### src/rtl/bog_pkg.sv
// Shared types for the bus ordering guard.
// Assumes nothing beyond single-bit request kinds.
package bog_pkg;
    typedef enum logic {
        OP_RD = 1'b0,
        OP_WR = 1'b1
    } bog_op_e;
endpackage

### src/rtl/bog_zone_hit.sv
// Zone membership test for one address against NZ programmable zones.
// A zone covers base <= addr < base+size; size 0 covers nothing.
// Assumes base+size does not wrap past the top of the address space.
module bog_zone_hit #(
    parameter int AW = 16,
    parameter int NZ = 2
) (
    input  logic [AW-1:0]    addr,
    input  logic [NZ*AW-1:0] zone_base,
    input  logic [NZ*AW-1:0] zone_size,
    input  logic [NZ-1:0]    zone_en,
    output logic             hit
);
    logic [NZ-1:0] in_zone;

    for (genvar z = 0; z < NZ; z++) begin : g_zone
        logic [AW-1:0] base_z;
        logic [AW-1:0] size_z;
        logic [AW-1:0] offset_z;
        assign base_z   = zone_base[z*AW +: AW];
        assign size_z   = zone_size[z*AW +: AW];
        assign offset_z = addr - base_z;
        // Purpose: flag the address as inside enabled zone z.
        always_comb begin
            in_zone[z] = zone_en[z] && (addr >= base_z) && (offset_z < size_z);
        end
    end

    assign hit = |in_zone;
endmodule

### src/rtl/bog_wr_slot.sv
// Single-entry holding register for the oldest write not yet on the bus.
// Assumes the caller never asserts load and drop with conflicting intent:
// a load in the same cycle as a drop replaces the leaving entry.
module bog_wr_slot #(
    parameter int AW = 16,
    parameter int DW = 16
) (
    input  logic          clk,
    input  logic          rst_n,
    input  logic          load,
    input  logic [AW-1:0] load_addr,
    input  logic [DW-1:0] load_data,
    input  logic          drop,
    output logic          valid,
    output logic [AW-1:0] addr,
    output logic [DW-1:0] data
);
    // Purpose: capture a new write or retire the one issued to the bus.
    always_ff @(posedge clk) begin
        if (!rst_n) begin
            valid <= 1'b0;
            addr  <= '0;
            data  <= '0;
        end else if (load) begin
            valid <= 1'b1;
            addr  <= load_addr;
            data  <= load_data;
        end else if (drop) begin
            valid <= 1'b0;
        end
    end
endmodule

### src/rtl/bog_bus_stage.sv
// Registered bus request stage; holds its request until the bus is ready.
// Assumes put is only raised when free is 1.
module bog_bus_stage #(
    parameter int AW = 16,
    parameter int DW = 16
) (
    input  logic             clk,
    input  logic             rst_n,
    input  logic             bus_ready,
    input  logic             put,
    input  bog_pkg::bog_op_e put_op,
    input  logic [AW-1:0]    put_addr,
    input  logic [DW-1:0]    put_data,
    output logic             free,
    output logic             valid,
    output logic             we,
    output logic [AW-1:0]    addr,
    output logic [DW-1:0]    wdata
);
    // Purpose: the stage can take a request when empty or when emptying now.
    always_comb begin
        free = !valid || bus_ready;
    end

    // Purpose: load a new request, or clear the stage once accepted.
    always_ff @(posedge clk) begin
        if (!rst_n) begin
            valid <= 1'b0;
            we    <= 1'b0;
            addr  <= '0;
            wdata <= '0;
        end else if (put) begin
            valid <= 1'b1;
            we    <= (put_op == bog_pkg::OP_WR);
            addr  <= put_addr;
            wdata <= put_data;
        end else if (bus_ready) begin
            valid <= 1'b0;
        end
    end
endmodule

### src/rtl/bus_order_guard.sv
// Bus access ordering guard (top).
// Merges an older write channel and a younger read channel onto one bus.
// A read may pass older writes unless it or one of them lies in an enabled
// protected zone, or the addresses match; then the read is stalled until the
// writes are accepted. Zone enables reset to all ones.
// Assumes the CPU holds a stalled read and an unaccepted write unchanged.
module bus_order_guard #(
    parameter int AW = 16,
    parameter int DW = 16,
    parameter int NZ = 2
) (
    input  logic             clk,
    input  logic             rst_n,
    input  logic             wr_valid,
    input  logic [AW-1:0]    wr_addr,
    input  logic [DW-1:0]    wr_data,
    output logic             wr_ready,
    input  logic             rd_valid,
    input  logic [AW-1:0]    rd_addr,
    output logic             rd_stall,
    input  logic             cfg_en_we,
    input  logic [NZ-1:0]    cfg_en_val,
    input  logic [NZ*AW-1:0] zone_base,
    input  logic [NZ*AW-1:0] zone_size,
    output logic             bus_valid,
    output logic             bus_we,
    output logic [AW-1:0]    bus_addr,
    output logic [DW-1:0]    bus_wdata,
    input  logic             bus_ready
);
    import bog_pkg::*;

    logic [NZ-1:0]    zone_en_q;
    logic             slot_valid;
    logic [AW-1:0]    slot_addr;
    logic [DW-1:0]    slot_data;
    logic             hit_slot, hit_new, hit_rd;
    logic             block_slot, block_new;
    logic             stage_free;
    logic             rd_take, slot_issue, slot_load;
    logic             put;
    bog_op_e          put_op;
    logic [AW-1:0]    put_addr;
    logic [DW-1:0]    put_data;

    // Purpose: per-zone enable register, all zones protected out of reset.
    always_ff @(posedge clk) begin
        if (!rst_n) begin
            zone_en_q <= '1;
        end else if (cfg_en_we) begin
            zone_en_q <= cfg_en_val;
        end
    end

    bog_zone_hit #(.AW(AW), .NZ(NZ)) i_hit_slot (
        .addr(slot_addr), .zone_base(zone_base), .zone_size(zone_size),
        .zone_en(zone_en_q), .hit(hit_slot)
    );
    bog_zone_hit #(.AW(AW), .NZ(NZ)) i_hit_new (
        .addr(wr_addr), .zone_base(zone_base), .zone_size(zone_size),
        .zone_en(zone_en_q), .hit(hit_new)
    );
    bog_zone_hit #(.AW(AW), .NZ(NZ)) i_hit_rd (
        .addr(rd_addr), .zone_base(zone_base), .zone_size(zone_size),
        .zone_en(zone_en_q), .hit(hit_rd)
    );

    // Purpose: decide whether the read must wait for each older write.
    always_comb begin
        block_slot = slot_valid && (hit_slot || hit_rd || (slot_addr == rd_addr));
        block_new  = wr_valid   && (hit_new  || hit_rd || (wr_addr   == rd_addr));
    end

    // Purpose: pick what enters the bus stage and which channels advance.
    always_comb begin
        rd_take    = stage_free && rd_valid && !block_slot && !block_new;
        slot_issue = stage_free && slot_valid && !rd_take;
        wr_ready   = !slot_valid || slot_issue;
        slot_load  = wr_valid && wr_ready;
        rd_stall   = rd_valid && !rd_take;
    end

    // Purpose: form the request handed to the bus stage.
    always_comb begin
        put      = rd_take || slot_issue;
        put_op   = rd_take ? OP_RD : OP_WR;
        put_addr = rd_take ? rd_addr : slot_addr;
        put_data = rd_take ? '0 : slot_data;
    end

    bog_wr_slot #(.AW(AW), .DW(DW)) i_slot (
        .clk(clk), .rst_n(rst_n),
        .load(slot_load), .load_addr(wr_addr), .load_data(wr_data),
        .drop(slot_issue),
        .valid(slot_valid), .addr(slot_addr), .data(slot_data)
    );

    bog_bus_stage #(.AW(AW), .DW(DW)) i_stage (
        .clk(clk), .rst_n(rst_n), .bus_ready(bus_ready),
        .put(put), .put_op(put_op), .put_addr(put_addr), .put_data(put_data),
        .free(stage_free),
        .valid(bus_valid), .we(bus_we), .addr(bus_addr), .wdata(bus_wdata)
    );
endmodule

### config.mk
export PLATFORM = sky130hd
export DESIGN_NAME = bus_order_guard
export DESIGN_NICKNAME = d
export VERILOG_FILES = /design/src/rtl/bog_pkg.sv /design/src/rtl/bog_zone_hit.sv /design/src/rtl/bog_wr_slot.sv /design/src/rtl/bog_bus_stage.sv /design/src/rtl/bus_order_guard.sv
export SDC_FILE = /design/constraint.sdc
export NUM_CORES = 1
export LEC_CHECK = 0
export BUFFER_PORTS_ARGS = -buffer_cell sky130_fd_sc_hd__buf_2
export CORE_MARGIN = 2
export CORE_UTILIZATION = 50
export CTS_CLUSTER_SIZE = 25
export DETAILED_ROUTE_END_ITERATION = 8
export HOLD_SLACK_MARGIN = 0.03
export PLACE_DENSITY = 0.72
export SLEW_MARGIN = 10
export SYNTH_ARGS = -nofsm -noshare
export SYNTH_HDL_FRONTEND = slang
export SYNTH_SLANG_ARGS = --single-unit
### constraint.sdc
create_clock -name clk -period 11.1 [get_ports clk]
set_clock_uncertainty 0.15 [all_clocks]
set_input_delay 1.11 -clock clk [delete_from_list [all_inputs] [get_ports clk]]
set_output_delay 1.11 -clock clk [all_outputs]
set_load 0.01 [all_outputs]
# ---- Word-level counts from Yosys, hierarchy flattened
# Cells that the tools add are included.
dict set report op_classes {
  add_sub_neg 6
  n_mul 0
  n_div 0
  magnitude_cmp 12
  eq_ne 2
  shift 0
  muxes 7
  bitwise 0
  n_reduce_logical 38
}
# operator n
set ops {}
lappend ops {{16-bit greater-or-equal comparator} 6}
lappend ops {{16-bit < comparator} 6}
lappend ops {{16-bit subtractor} 6}
lappend ops {{16-bit equality test} 2}
lappend ops {{16-bit 2-to-1 mux} 2}
lappend ops {{1-bit logical AND} 21}
lappend ops {{1-bit logical OR} 7}
lappend ops {{2-bit OR reduction} 3}
lappend ops {{1-bit logical NOT} 5}
lappend ops {{1-bit 2-to-1 mux} 5}
lappend ops {{2-bit nonzero test} 2}
dict set report word_totals {
  register_bits 69
  latchBits 0
  ram_bits 0
  romBits 0
  memories 0
}

# ---- Depth between registers and ports, before layout
dict set report depth {
  word_depth 15
  depth_mapped 22
  mapped_depth_nobuf 21
}

# ---- By module
# A second synthesis with hierarchy kept.
dict set report hier_totals {
  cells_unflattened 1394
  hier_area_um2 10945.5
}
# module n_inst cells_each area_per_inst_um2 seq_area_each_um2
set by_module_without_submodules {}
lappend by_module_without_submodules {{bog_zone_hit (i_hit_new)} 1 371 2557.5 0.0}
lappend by_module_without_submodules {{bog_zone_hit (i_hit_slot)} 1 370 2544.9 0.0}
lappend by_module_without_submodules {{bog_zone_hit (i_hit_rd)} 1 340 2397.3 0.0}
lappend by_module_without_submodules {bog_bus_stage 1 110 1317.5 680.7}
lappend by_module_without_submodules {bog_wr_slot 1 106 1277.5 660.6}
lappend by_module_without_submodules {bus_order_guard 1 97 850.8 40.0}

# ---- Worst setup path after synthesis
# OpenSTA, ideal clock, no wires.
dict set report synth_path {
  path_kind {input -> output}
  start {in zone_base[17]}
  end {out wr_ready}
  t_arrival_ns 4.581
  setup_slack_ns 5.259
  path_stages 19
  cell_sequence {inv_1 ha_1 nor2b_1 o21ai_0 a21boi_0 o21ai_0 a211oi_1 o32a_1 a31o_2 a21oi_1 xnor2_1 ha_1 nand2_1 o21ai_0 nor4b_1 nand4_1 and2_1 o211a_1 o21ai_0}
}
dict set report synth_between {
  elab_chain_len 13
  elab_cells_between_ends 31
  cone_classes {3 x add/sub; 6 x order compare; 22 x reduce/logical}
}
# element line_no
set synth_rtl {}
lappend synth_rtl {{start: declaration} bus_order_guard.sv:23} ;# input logic [NZ*AW-1:0] zone_base,
lappend synth_rtl {{16-bit subtractor or 16-bit greater-or-equal comparator (tied branches)} {bog_zone_hit.sv:22, bog_zone_hit.sv:25}}
lappend synth_rtl {{16-bit < comparator or 1-bit logical AND (tied branches)} bog_zone_hit.sv:25} ;# in_zone[z] = zone_en[z] && (addr >= base_z) && (offset_z < size_z);
lappend synth_rtl {{1-bit logical AND} bog_zone_hit.sv:25}
lappend synth_rtl {{2-bit OR reduction} bog_zone_hit.sv:29} ;# assign hit = |in_zone;
lappend synth_rtl {{1-bit logical OR (2 in series)} bus_order_guard.sv:70} ;# block_slot = slot_valid && (hit_slot || hit_rd || (slot_addr == rd_addr));
lappend synth_rtl {{1-bit logical AND} bus_order_guard.sv:70}
lappend synth_rtl {{1-bit logical NOT} bus_order_guard.sv:76} ;# rd_take = stage_free && rd_valid && !block_slot && !block_new;
lappend synth_rtl {{1-bit logical AND} bus_order_guard.sv:76}
lappend synth_rtl {{1-bit logical AND *} bus_order_guard.sv:76}
lappend synth_rtl {{1-bit logical NOT *} bus_order_guard.sv:77} ;# slot_issue = stage_free && slot_valid && !rd_take;
lappend synth_rtl {{1-bit logical AND *} bus_order_guard.sv:77}
lappend synth_rtl {{1-bit logical OR *} bus_order_guard.sv:78} ;# wr_ready = !slot_valid || slot_issue;
lappend synth_rtl {{end: declaration} bus_order_guard.sv:17} ;# output logic wr_ready,
# Every way passes the cells marked *; elsewhere a longest branch is shown, timed or not.

# ---- Worst setup path in the final report
dict set report layout_path {
  start {in wr_addr[0]}
  end {out rd_stall}
}
dict set report layout_between {
  elab_chain_len 11
  elab_cells_between_ends 19
  cone_classes {2 x add/sub; 4 x order compare; 1 x eq/ne; 12 x reduce/logical}
}
# element line_no
set layout_rtl {}
lappend layout_rtl {{start: declaration} bus_order_guard.sv:15} ;# input logic [AW-1:0] wr_addr,
lappend layout_rtl {{16-bit subtractor or 16-bit greater-or-equal comparator (tied branches)} {bog_zone_hit.sv:22, bog_zone_hit.sv:25}}
lappend layout_rtl {{16-bit < comparator or 1-bit logical AND (tied branches)} bog_zone_hit.sv:25}
lappend layout_rtl {{1-bit logical AND} bog_zone_hit.sv:25}
lappend layout_rtl {{2-bit OR reduction} bog_zone_hit.sv:29}
lappend layout_rtl {{1-bit logical OR} bus_order_guard.sv:71} ;# block_new = wr_valid && (hit_new || hit_rd || (wr_addr == rd_addr));
lappend layout_rtl {{1-bit logical OR *} bus_order_guard.sv:71}
lappend layout_rtl {{1-bit logical AND *} bus_order_guard.sv:71}
lappend layout_rtl {{1-bit logical NOT *} bus_order_guard.sv:76}
lappend layout_rtl {{1-bit logical AND *} bus_order_guard.sv:76}
lappend layout_rtl {{1-bit logical NOT *} bus_order_guard.sv:80} ;# rd_stall = rd_valid && !rd_take;
lappend layout_rtl {{1-bit logical AND *} bus_order_guard.sv:80}
lappend layout_rtl {{end: declaration} bus_order_guard.sv:20} ;# output logic rd_stall,
# Marked as above.

==> results.sh <==
export IMPL_die_x_um=142
export IMPL_die_area_sq_um=20000
export IMPL_cp_top_family="compound AO/OA/AOI/OAI gates"
export IMPL_path_clk_slew_ns=0.06
export IMPL_grt_max_degree=87
export IMPL_ys_ff_latch=69
export IMPL_tightest_slew_ns=0.903
export IMPL_synth_flop_cell="dfxtp_1"
export IMPL_rrSetupSlack_ns=5.61
export IMPL_final_layout_size_suffix_gt1_share_pct=14.2
export IMPL_syn_area_sq_um=9460
export IMPL_row_count=50
export IMPL_grt_use_met2_pct=46.8
export IMPL_hold_start="i_stage.wdata[4]"
export IMPL_critPathArrivalTime_ns=5.92
export IMPL_setup_viol=0
export IMPL_crit_buf_inv=3
export IMPL_pin_count=156
export IMPL_routed_wire_length_per_instance_um=17.7
export IMPL_power_density_nw_per_um2=112
export IMPL_dr_total_vias=9419
export IMPL_leakagePower_uw=0.00517
export IMPL_ir_drop_v=0.0000807
export IMPL_hold_end="i_stage.wdata[4]"
export IMPL_fin_tns_setup_ns=0
export IMPL_antenna_found_initial=0
export IMPL_avgViaCountPerCell=5.89
export IMPL_globalRouteTotalUtil_pct=27.7
export IMPL_clock_sinks=69
export IMPL_cts_buffer_depth=2
export IMPL_netlist_area_leader_share_pct=24.6
export IMPL_fill_cells=1792
export IMPL_globalplace_congestion=0.938
export IMPL_worst_path_largest_cell_delay_ns=0.64
export IMPL_cp_cell_sequence="buf_2 -> inv_1 -> ha_1 -> fa_1 -> nand2b_1 -> a211oi_1 -> o21ai_0 -> nand2b_1 -> a21oi_1 -> o21bai_1 -> a21o_1 -> or4_1 -> nand4_1 -> ha_1 -> nor2b_1 -> o21ai_0 -> nor4bb_1 -> o311a_1 -> a211oi_4 -> a21oi_4 -> nor2_1 -> nor2b_1 -> buf_2"
export IMPL_grt_ovfl_total=0
export IMPL_area_growth_pct=13.2
export IMPL_post_synth_top_count_cell="ha_1"
export IMPL_cts_tree="built"
export IMPL_post_cts_setup_buffer_count=0
export IMPL_ant_nets=0
export IMPL_fmax_mhz=139
export IMPL_synthDistinctLibCells=61
export IMPL_holdWs_ns=0.303
export IMPL_maxSlewViolCount=0
export IMPL_syn_area_per_cell_sq_um=7.74
export IMPL_holdPathStages=2
export IMPL_die_h_um=142
export IMPL_fin_crit_ns=7.18
export IMPL_finalHoldViolCount=0
export IMPL_drt_initial_drc_count=677
export IMPL_hp_class="flop to flop"
export IMPL_clkLatencyLatePin_ns=0.34
export IMPL_synth_edf_count=0
export IMPL_hold_buffers=0
export IMPL_r2r_end="i_stage.we"
export IMPL_rsz0062_at_grt="no"
export IMPL_synth_area_leaders="ha_1, dfxtp_1, xnor2_1"
export IMPL_critPathMaxFanout=33
export IMPL_nets=1673
export IMPL_worst_r2r_path_depth=17
export IMPL_slew_headroom_pct=39.6
export IMPL_grt_busiest_layer="met2"
export IMPL_synth_nets=1534
export IMPL_htree_levels=3
export IMPL_reg2reg_from="i_slot.addr[1]"
export IMPL_yosysSeqAreaShare_pct=14.6
export IMPL_n_antenna_cell=0
export IMPL_synth_common_cells="ha_1, nand2_1, a21oi_1, inv_1, o21ai_0"
export IMPL_yosysTopAreaCell="ha_1"
export IMPL_root_buffer="clkbuf_16"
export IMPL_ctsResizeCount=0
export IMPL_grt_pass1_wl_mm=43.9
export IMPL_io_buffer_count=155
export IMPL_first_pass_iters=5
export IMPL_grt_pass1_vias=8674
export IMPL_drc=0
export IMPL_syn_inst=1222
export IMPL_worst_setup_path_type="primary input to output port"
export IMPL_grt_met1_usage_pct=38.5
export IMPL_dpl_hpwl_mm=24.0
export IMPL_worst_path_max_delay_cell="a21oi_4"
export IMPL_maxCapViolCount=0
export IMPL_yosysWarnings=0
export IMPL_wl_mm=28.3
export IMPL_finalCritPeriodShare_pct=64.7
export IMPL_async_reset_ff_share_pct=0
export IMPL_crit_path_end_kind="output port"
export IMPL_outcome="completed"
export IMPL_start_util_pct=50.7
export IMPL_critPathLaunchType="primary input"
export IMPL_coreArea_sq_um=18600
export IMPL_cts_buffers=9
export IMPL_required_ns=9.84
export IMPL_grtUsageMet3_pct=1.55
area by class of cell:
| class | instances | area, sq um | area share [%] |
|---|---|---|---|
| Inverter | 91 | 342 | 3.19 |
| Clock inverter | 7 | 73.8 | 0.689 |
| Multi-Input combinational cell | 1032 | 7600 | 70.9 |
| Timing Repair Buffer | 158 | 798 | 7.45 |
| Tap cell | 234 | 293 | 2.73 |
| Clock buffer | 9 | 225 | 2.10 |
| Sequential cell | 69 | 1380 | 12.9 |
per-stage QoR:
step | power (uW) | instance area [sq um] | utilization [%] | setup slack [ns] | instances
after floorplan | 742 | 9460 | - | 5.26 | 1222
after global placement | 893 | 10400 | 55.9 | 4.07 | 1584
after detailed placement | 903 | 10400 | 55.9 | 3.99 | 1584
after CTS | 1200 | 10700 | 57.5 | 3.98 | 1600
after global routing | 1290 | 10700 | 57.5 | 3.46 | 1600
final | 1200 | 10700 | 57.5 | 3.92 | 1600
worst max-delay path by stage:
| stage | from | to | slack, ns | cells after the start |
|---|---|---|---|---|
| after floorplan | zone_base[17] | wr_ready | 5.26 | 19 |
| after detailed placement | zone_base[17] | rd_stall | 3.99 | 21 |
| after global routing | zone_base[17] | rd_stall | 3.46 | 21 |
| after global placement | zone_base[17] | rd_stall | 4.07 | 21 |
| after CTS | zone_base[17] | rd_stall | 3.98 | 21 |
| final | wr_addr[0] | rd_stall | 3.92 | 23 |
routing by layer:
| layer | part of all wire (%) | vias up |
|---|---|---|
| met4 | 2.4 | 0 |
| met5 | 0 | - |
| met3 | 5.8 | 43 |
| li1 | - | 4742 |
| met1 | 46 | 4313 |
| met2 | 46 | 321 |
power breakdown:
part | switching, uW | total, uW | internal, uW
Clock | 120 | 295 | 175
Sequential | 25.6 | 297 | 271
Combinational | 346 | 609 | 264
Total | 491 | 1200 | 710
flip-flops by register name, indices dropped and copies added (netlist names):
name / cells
i_stage.addr: 16
i_slot.valid: 1
i_slot.data: 16
i_stage.wdata: 16
zone_en_q: 2
i_slot.addr: 16
i_stage.valid: 1
i_stage.we: 1
worst reg2reg max path, stage by stage, from the launching register on:
cell and delay, ns:
dfxtp_1 0.51, inv_1 0.23, fa_1 0.50, nand2b_1 0.19, a211oi_1 0.35, o21a_1 0.19
o21a_1 0.14, o21a_1 0.14, nor2_1 0.05, ha_1 0.29, nand4_1 0.11, nor4_1 0.27
o31ai_1 0.13, a31o_2 0.27, a41oi_1 0.46, a41oi_4 0.46, o21ai_2 0.79, nor2_1 0.12
cells in the final DEF (no fill, tap or decap), types with 4 or more instances in the layout:
cell / instances
and3_1: 4
ha_1: 186
a31o_2: 7
buf_2: 155
a21oi_1: 108
nand2_1: 129
xnor2_1: 74
nor3_1: 14
nor2_1: 62
or3_1: 11
o311a_1: 18
nand3_1: 44
a21o_1: 33
o21ai_0: 87
or2_2: 6
o21ai_1: 7
o21a_1: 13
nand4_1: 32
a211o_1: 4
nor4_1: 9
o211ai_1: 5
a41oi_1: 5
dfxtp_1: 69
mux2i_1: 16
xor2_1: 32
nand2b_1: 19
inv_1: 91
nor2b_1: 26
a211oi_1: 17
clkbuf_16: 9
a21boi_0: 10
a31oi_1: 5
fa_1: 6
logic make-up (layout without fill, tap and decap cells):
logic type | after synthesis | count (layout) | share of synthesized area, %
and+or+nand+nor | 367 | 367 | 18.6
AOI/OAI and AO/OA | 351 | 351 | 24.3
adders and majority gates | 192 | 192 | 25.9
buffers and inverters | 121 | 265 | 5.07
xor gates and xnor gates | 106 | 106 | 9.81
DFF | 69 | 69 | 14.6
muxes | 16 | 16 | 1.69
Power figures use the tool's default switching activity.
